$ cat config.mk
export PLATFORM = sky130hd
export DESIGN_NAME = step_counter
export DESIGN_NICKNAME = d
export VERILOG_FILES = /design/src/rtl/step_ctr_pkg.sv /design/src/rtl/ctr_step_unit.sv /design/src/rtl/ctr_parity_tree.sv /design/src/rtl/step_counter.sv
export SDC_FILE = /design/constraint.sdc
export NUM_CORES = 1
export LEC_CHECK = 0
export ABC_AREA = 1
export CORE_MARGIN = 5
export CORE_UTILIZATION = 60
export CTS_CLUSTER_DIAMETER = 50
export CTS_CLUSTER_SIZE = 8
export DETAILED_ROUTE_END_ITERATION = 6
export DONT_BUFFER_PORTS = 1
export PLACE_DENSITY = 0.85
export SLEW_MARGIN = 20
export SYNTH_ARGS = -nofsm -noshare
export SYNTH_HDL_FRONTEND = slang
export SYNTH_SLANG_ARGS = --single-unit
$ cat constraint.sdc
create_clock -name clk_i -period 1.9 [get_ports clk_i]
set_clock_uncertainty 0.1 [all_clocks]
set_input_delay 0.19 -clock clk_i [delete_from_list [all_inputs] [get_ports clk_i]]
set_output_delay 0.19 -clock clk_i [all_outputs]
set_load 0.1 [all_outputs]
$ cat src/rtl/step_ctr_pkg.sv
package step_ctr_pkg;

    typedef enum logic {
        DIR_DOWN = 1'b0,
        DIR_UP   = 1'b1
    } dir_e;

endpackage

$ cat src/rtl/ctr_step_unit.sv
module ctr_step_unit #(
    parameter int W    = 9,
    parameter int STEP = 3,
    parameter bit UP   = 1'b1
) (
    input  logic [W-1:0] cur_i,
    output logic [W-1:0] nxt_o,
    output logic         wrap_o
);

    localparam logic [W:0] STEP_EXT = (W+1)'(STEP);

    logic [W:0] ext;

    generate
        if (UP) begin : g_inc
            // The extra top bit is the carry out of the W-bit range.
            assign ext = {1'b0, cur_i} + STEP_EXT;
        end else begin : g_dec
            // The extra top bit goes high when the subtraction goes negative.
            assign ext = {1'b0, cur_i} - STEP_EXT;
        end
    endgenerate

    assign nxt_o  = ext[W-1:0];
    assign wrap_o = ext[W];

endmodule

$ cat src/rtl/ctr_parity_tree.sv
module ctr_parity_tree #(
    parameter int W = 9
) (
    input  logic [W-1:0] val_i,
    output logic         par_o
);

    localparam int LVL = (W > 1) ? $clog2(W) : 1;
    localparam int N   = 1 << LVL;

    logic [N-1:0] lvl [LVL+1];

    // Leaf level: the value, padded with zeros to a power of two.
    assign lvl[0] = N'(val_i);

    generate
        for (genvar l = 0; l < LVL; l++) begin : g_lvl
            for (genvar i = 0; i < (N >> (l+1)); i++) begin : g_node
                assign lvl[l+1][i] = lvl[l][2*i] ^ lvl[l][2*i+1];
            end
            // Upper bits of each level are unused; tie them off.
            assign lvl[l+1][N-1:(N >> (l+1))] = '0;
        end
    endgenerate

    assign par_o = lvl[LVL][0];

endmodule

$ cat src/rtl/step_counter.sv
module step_counter
    import step_ctr_pkg::*;
#(
    parameter int W       = 9,
    parameter int UP_STEP = 3,
    parameter int DN_STEP = 5
) (
    input  logic         clk_i,
    input  logic         rst_i,
    input  logic         load_i,
    input  logic [W-1:0] load_val_i,
    input  logic         en_i,
    input  logic         dir_i,
    output logic [W-1:0] cnt_o,
    output logic         par_o,
    output logic         carry_o,
    output logic         borrow_o
);

    typedef struct packed {
        logic [W-1:0] cnt;
        logic         par;
        logic         carry;
        logic         borrow;
    } state_t;

    state_t state_d, state_q;

    logic [W-1:0] up_val, dn_val, cnt_nxt;
    logic         up_wrap, dn_wrap, par_nxt;
    dir_e         dir;

    assign dir = dir_e'(dir_i);

    ctr_step_unit #(.W(W), .STEP(UP_STEP), .UP(1'b1)) up_i (
        .cur_i  (state_q.cnt),
        .nxt_o  (up_val),
        .wrap_o (up_wrap)
    );

    ctr_step_unit #(.W(W), .STEP(DN_STEP), .UP(1'b0)) dn_i (
        .cur_i  (state_q.cnt),
        .nxt_o  (dn_val),
        .wrap_o (dn_wrap)
    );

    // Pick the next count: reset, then load, then count, then hold.
    always_comb begin
        if (rst_i) begin
            cnt_nxt = '0;
        end else if (load_i) begin
            cnt_nxt = load_val_i;
        end else if (en_i) begin
            cnt_nxt = (dir == DIR_UP) ? up_val : dn_val;
        end else begin
            cnt_nxt = state_q.cnt;
        end
    end

    // Parity is taken from the next count, so it is registered with it.
    ctr_parity_tree #(.W(W)) par_i (
        .val_i (cnt_nxt),
        .par_o (par_nxt)
    );

    always_comb begin
        state_d        = state_q;
        state_d.cnt    = cnt_nxt;
        state_d.par    = par_nxt;
        state_d.carry  = 1'b0;
        state_d.borrow = 1'b0;
        if (!rst_i && !load_i && en_i) begin
            if (dir == DIR_UP) begin
                state_d.carry = up_wrap;
            end else begin
                state_d.borrow = dn_wrap;
            end
        end
    end

    always_ff @(posedge clk_i) begin
        state_q <= state_d;
    end

    assign cnt_o    = state_q.cnt;
    assign par_o    = state_q.par;
    assign carry_o  = state_q.carry;
    assign borrow_o = state_q.borrow;

endmodule

==> results.cfg, run 1 <==
[setup_path]
crit_path_start_kind = register
cp.required_ns = 2.00
end_kind = register
critPathMaxFanout = 4
crit_type = register to register
cpPeakStageDelay_ns = 0.38
worst-path-buf-inv = 4
critPathTopFamily = simple AND/OR/NAND/NOR gates
worstPathCellList = inv_4, ha_4, inv_4, nand2_4, inv_2, nand2_2, nand2_2, nand3_2, nand2_2, nand3_2, nand2_2, inv_2, nand2_2, nand2_2, nand2_1, nand2_1, nand2_1, nand2_1
crit_path_top_delay_cell = dfxtp_4
arrival_ns = 1.98
critPathMostFrequentCell = nand2_2

[worst_hold_path]
min_path_type = input pin to register

[clock_tree]
cts-root-buf = clkbuf_4
insertion_delay_ns = 0.29
h-tree-depth = 1
cts_buffers = 3
cts_tree = built
clock_path_buffers = 2
clk_pin_slew_worst_paths_ns = 0.09
clock-sinks = 12

[timing]
fin_hold_ws_ns = 0.00964
slew_headroom = 0.768
grt_setup_unrepaired = yes
layout_min_cycle_time_ns = 1.88
finalCritPeriodShare = 0.991
max_freq_mhz = 531
tightestPinTransition_ns = 0.348
slew_violations = 0
finalHoldViolCount = 0
setup_viol_count_final = 0

[drt]
dr.pass1.iters = 5
wl_per_cell_um = 14.9
vias_per_cell = 5.74
drt-initial-drc-count = 73
drc = 0
finalWirelength_um = 3120
vias = 1199
ant_nets = 0

[global_routing]
grt_pass1_vias = 1024
grt_pass1_wl_um = 4080
grt_start_max_net_pins = 20
antenna_found_initial = 0
gr-usage-all-layers = 0.203
grt.overflow.total = 0

[finish]
drive_above_1_share = 0.420
final_common_cell = nand2_1
areaGrowthSynthToFinish_pct = 28.5
nets = 209
final_cell_mix = nand2_1 (40), nand2_2 (26), nand3_1 (20)
diodes = 0

[yosys]
synthesis.area_um2 = 1000
ys_types = 21
yosysSeqAreaShare = 0.240
avgSynthCellArea_um2 = 5.76
syn-num-nets = 189
syn_inst = 174
synth_warnings = 0
ys_ff_latch = 12

[die]
die_y_um = 50.9
core_um2 = 1540
placementRows = 14
die_area_um2 = 2590
start_util = 0.650
die_x_um = 50.9
io_pins = 26

[placement]
place_congestion = 0.957
place_hpwl_um = 2100
port_buffers = 0

[flow_run]
drv_cap = 0

[power]
power_density_nw_per_um2 = 790
irDropWorstVdd_uv = 600
total_power_mw = 1.02
leakagePower_nw = 0.660

[outcome]
status = finished, final reports clean
-- synthesized netlist by cell type (all sizes together) --
master	n	share of area
nand2	67	0.28
inv	28	0.10
nand3	24	0.12
nor2	20	0.077
dfxtp	12	0.24
nand4	6	0.037
o21ai	6	0.030
buf	3	0.030
a21oi	2	0.017
xnor2	2	0.025
ha	1	0.012
nor3	1	0.0050
nor4	1	0.0062
xor2	1	0.0087
-- sequential cells by signal, indices dropped and copies added (netlist names) --
register  cells
cnt_o         9
borrow_o      1
carry_o       1
par_o         1
-- worst paths after layout --
| kind | start | to | slack (ns) | cells past startpoint |
|---|---|---|---|---|
| max | cnt_o[0]$_DFF_P_ | par_o$_DFF_P_ | 0.02 | 18 |
| max reg2reg | cnt_o[0]$_DFF_P_ | par_o$_DFF_P_ | 0.02 | 18 |
| min reg2reg | cnt_o[7]$_DFF_P_ | carry_o$_SDFF_PN0_ | 0.44 | 2 |
| min | en_i | cnt_o[1]$_DFF_P_ | 0.01 | 3 |
-- final cells by class --
type | count | area, um^2
clock buffer | 4 | 36.3
fill | 87 | 254
inverter | 28 | 113
multi-input combinational | 131 | 713
sequential | 12 | 259
tap | 16 | 20.0
timing repair buffer | 18 | 146
-- timing repair --
| action | 4_1_cts | 5_1_grt |
|---|---|---|
| buffers inserted | 0 | 3 |
| resized for setup | 0 | 27 |
| hold buffers | 2 | 1 |
| hold endpoints to repair | 2 | 1 |
| setup endpoints to repair | 0 | 1 |
-- where the power goes --
group	total (mW)	switching, mW	internal, mW
combinational	0.493	0.356	0.136
sequential	0.303	0.0260	0.277
clock	0.221	0.104	0.117
-- per-layer routing --
metal	routed length, um	vias up	track usage
met1	1120	527	0.221
met2	1540	70	0.376
li1	-	582	-
met5	0	-	0
met3	301	20	0.0407
met4	158	0	0.0809
-- worst min-delay path, delay by kind of cell --
kind | cells | cell delay, ns
AO/OA/AOI/OAI | 2 | 0.13
AND/OR/NAND/NOR | 1 | 0.03
-- logic make-up after synthesis --
kind of cell	share of synthesized area
AO/OA/AOI/OAI	0.0474
XOR/XNOR	0.0337
adder cells (fa/ha/maj)	0.0125
buffers and inverters	0.135
flip-flops	0.240
AND/OR/NAND/NOR	0.532
-- through the flow --
step | cell area (um^2) | util | worst slack (ns) | setup TNS, ns | instances
after global placement | 1120 | 0.726 | 0.162 | 0 | 199
after detailed placement | 1120 | 0.726 | 0.0802 | 0 | 199
after global routing | 1290 | 0.835 | -0.0950 | -0.0950 | 209
final | 1290 | 0.835 | 0.0172 | 0 | 209
after floorplan | 1040 | - | -0.000668 | -0.000668 | 174
after CTS | 1170 | 0.762 | 0.0661 | 0 | 205
No activity file was read; power rests on OpenSTA's default activity.
==> run 2, diff against run 1 <==
- CORE_MARGIN: 5 -> 2
==> run 2 against run 1 <==
Compared with the run above: via count decreased by 6.6%; combinational power decreased by 5.5%; sequential share of layout area increased by 0.88 points; final area decreased by 4.2%; final cell count decreased by 1.4%; first-iteration DRC count decreased by 56%; worst setup slack improved by 0.051 ns; sequential cell count unchanged; clock power decreased by 4%; clock-buffer cell count unchanged; maximum frequency increased by 2.8%; sequential power about the same; critical path type unchanged; largest cell class unchanged.
==> results.cfg, run 2 (synthesis results as in run 1) <==
[setup_path]
reg2reg_depth = 17
crit_path_top_delay_cell = dfxtp_4
reg2reg_from = cnt_o[1]$_DFF_P_
crit_path_start_kind = register
worstPathCellList = inv_4, ha_4, inv_4, nand2_4, inv_2, o21ai_1, nand3_1, nand2_1, nand3_1, nand2_1, nand3_1, nand2_2, inv_2, nand2_1, nand2_1, nand2_1, nand2_1
cpPeakStageDelay_ns = 0.37
startpoint = cnt_o[1]$_DFF_P_
end_kind = register
rr_endpoint = par_o$_DFF_P_
r2r_slack_ns = 0.07
arrival_ns = 1.91
critPathMaxFanout = 4
cp.required_ns = 1.98
crit_type = register to register
crit_end = par_o$_DFF_P_
critPathMostFrequentCell = nand2_1

[timing]
layout_min_cycle_time_ns = 1.83
tightestPinTransition_ns = 0.355
fin_ws_ns = 0.0683
grt_setup_unrepaired = yes
slew_violations = 0
max_freq_mhz = 546
fin_hold_ws_ns = 0.0129
slew_headroom = 0.761
finalHoldViolCount = 0
setup_viol_count_final = 0
finalCritPeriodShare = 0.964

[power]
leakagePower_nw = 0.643
power_density_nw_per_um2 = 795
irDropWorstVdd_uv = 504

[drt]
vias = 1120
finalWirelength_um = 2540
wl_per_cell_um = 12.3
drc = 0
drt-initial-drc-count = 32
dr.pass1.iters = 4
ant_nets = 0
vias_per_cell = 5.44

[finish]
largest_register_ffs = 9
diodes = 0
final_common_cell = nand2_1
final_cell_mix = nand2_1 (51), nand3_1 (20), nor2_1 (18)
drive_above_1_share = 0.353
ff_latch_area_um2 = 259
fill_cells = 121
areaGrowthSynthToFinish_pct = 23.1
multi_input_area_um2 = 687
nets = 206

[global_routing]
grt_pass1_vias = 1081
gr-usage-all-layers = 0.275
grt.overflow.total = 0
grt_pass1_wl_um = 4140
grt_start_max_net_pins = 20
antenna_found_initial = 0

[clock_tree]
insertion_delay_ns = 0.27
cts_buffers = 3
h-tree-depth = 1
clock_path_buffers = 2
cts-root-buf = clkbuf_4
clock-sinks = 12
cts_tree = built
clk_pin_slew_worst_paths_ns = 0.09

[die]
die_x_um = 44.9
core_um2 = 1540
placementRows = 14
start_util = 0.650
io_pins = 26
die_y_um = 44.9
die_area_um2 = 2010

[placement]
place_congestion = 0.970
pre_cts_slack_ns = 0.0698
port_buffers = 0
place_hpwl_um = 1920

[outcome]
status = finished, final reports clean

[flow_run]
drv_cap = 0

[worst_hold_path]
min_path_type = input pin to register
==> run 2: cell count changes in the layout (fill, tap and decap cells not counted) <==
cell,previous run,this run
a21oi_2,2,1
a21oi_4,0,1
buf_4,14,13
dlygate4sd3_1,3,1
nand2_1,40,51
nand2_2,26,15
nor2_1,17,18
nor2_2,3,2
o21ai_0,2,3
o21ai_2,1,0
==> run 2: power by group <==
part	switching (mW)	internal (mW)	total [mW]	leakage (nW)
registers	0.0248	0.277	0.302	0.103
logic	0.340	0.126	0.466	0.519
clock network	0.0960	0.116	0.212	0.0210
==> run 2: worst min-delay path by stage <==
stage	to	cells past startpoint	slack (ns)	start
final	cnt_o[6]$_DFF_P_	3	0.01	rst_i
after global routing	cnt_o[8]$_DFF_P_	3	0.01	rst_i
after CTS	cnt_o[8]$_DFF_P_	3	0.004	rst_i
after detailed placement	carry_o$_SDFF_PN0_	2	0.27	dir_i
after global placement	carry_o$_SDFF_PN0_	2	0.27	dir_i
after floorplan	carry_o$_SDFF_PN0_	2	0.25	dir_i
==> run 2: what timing repair did <==
action | 4_1_cts | 5_1_grt
hold buffers | 1 | 0
gates resized for setup | 0 | 14
endpoints found under the setup margin | 0 | 1
setup buffers | 0 | 2
endpoints found under the hold margin | 1 | 0
==> run 2: final cells by class <==
cell class / count / share of cell area
clock buffers: 4 / 0.0294
inverters: 28 / 0.0913
multi-input cells: 131 / 0.557
flip-flops and latches: 12 / 0.210
well taps: 16 / 0.0162
repair buffers: 15 / 0.0963
==> run 2: per-stage QoR <==
stage	cells	TNS [ns]	utilization	cell area [um^2]	total power, mW
floorplan	174	-0.000668	-	1040	0.674
global placement	199	0	0.726	1120	0.731
detailed placement	199	0	0.726	1120	0.742
CTS	204	0	0.756	1160	0.953
global route	206	-0.0664	0.800	1230	1.03
finish	206	0	0.800	1230	0.980
==> run 2: layer usage <==
metal  routed length, um  share of wire  GRT usage  up-vias
li1                    -              -          -      579
met1                1090           0.43      0.332      506
met2                1320           0.52      0.487       31
met3                 108          0.043     0.0400        4
met4                  21         0.0083      0.112        0
met5                   0              0          0        -
==> run 2: critical path: cells and delay by family (launching register included) <==
kind	cells	cell delay, ns
AND/OR/NAND/NOR	11	0.81
flip-flops	1	0.37
buffers and inverters	4	0.19
adder cells (fa/ha/maj)	1	0.14
AO/OA/AOI/OAI	1	0.11
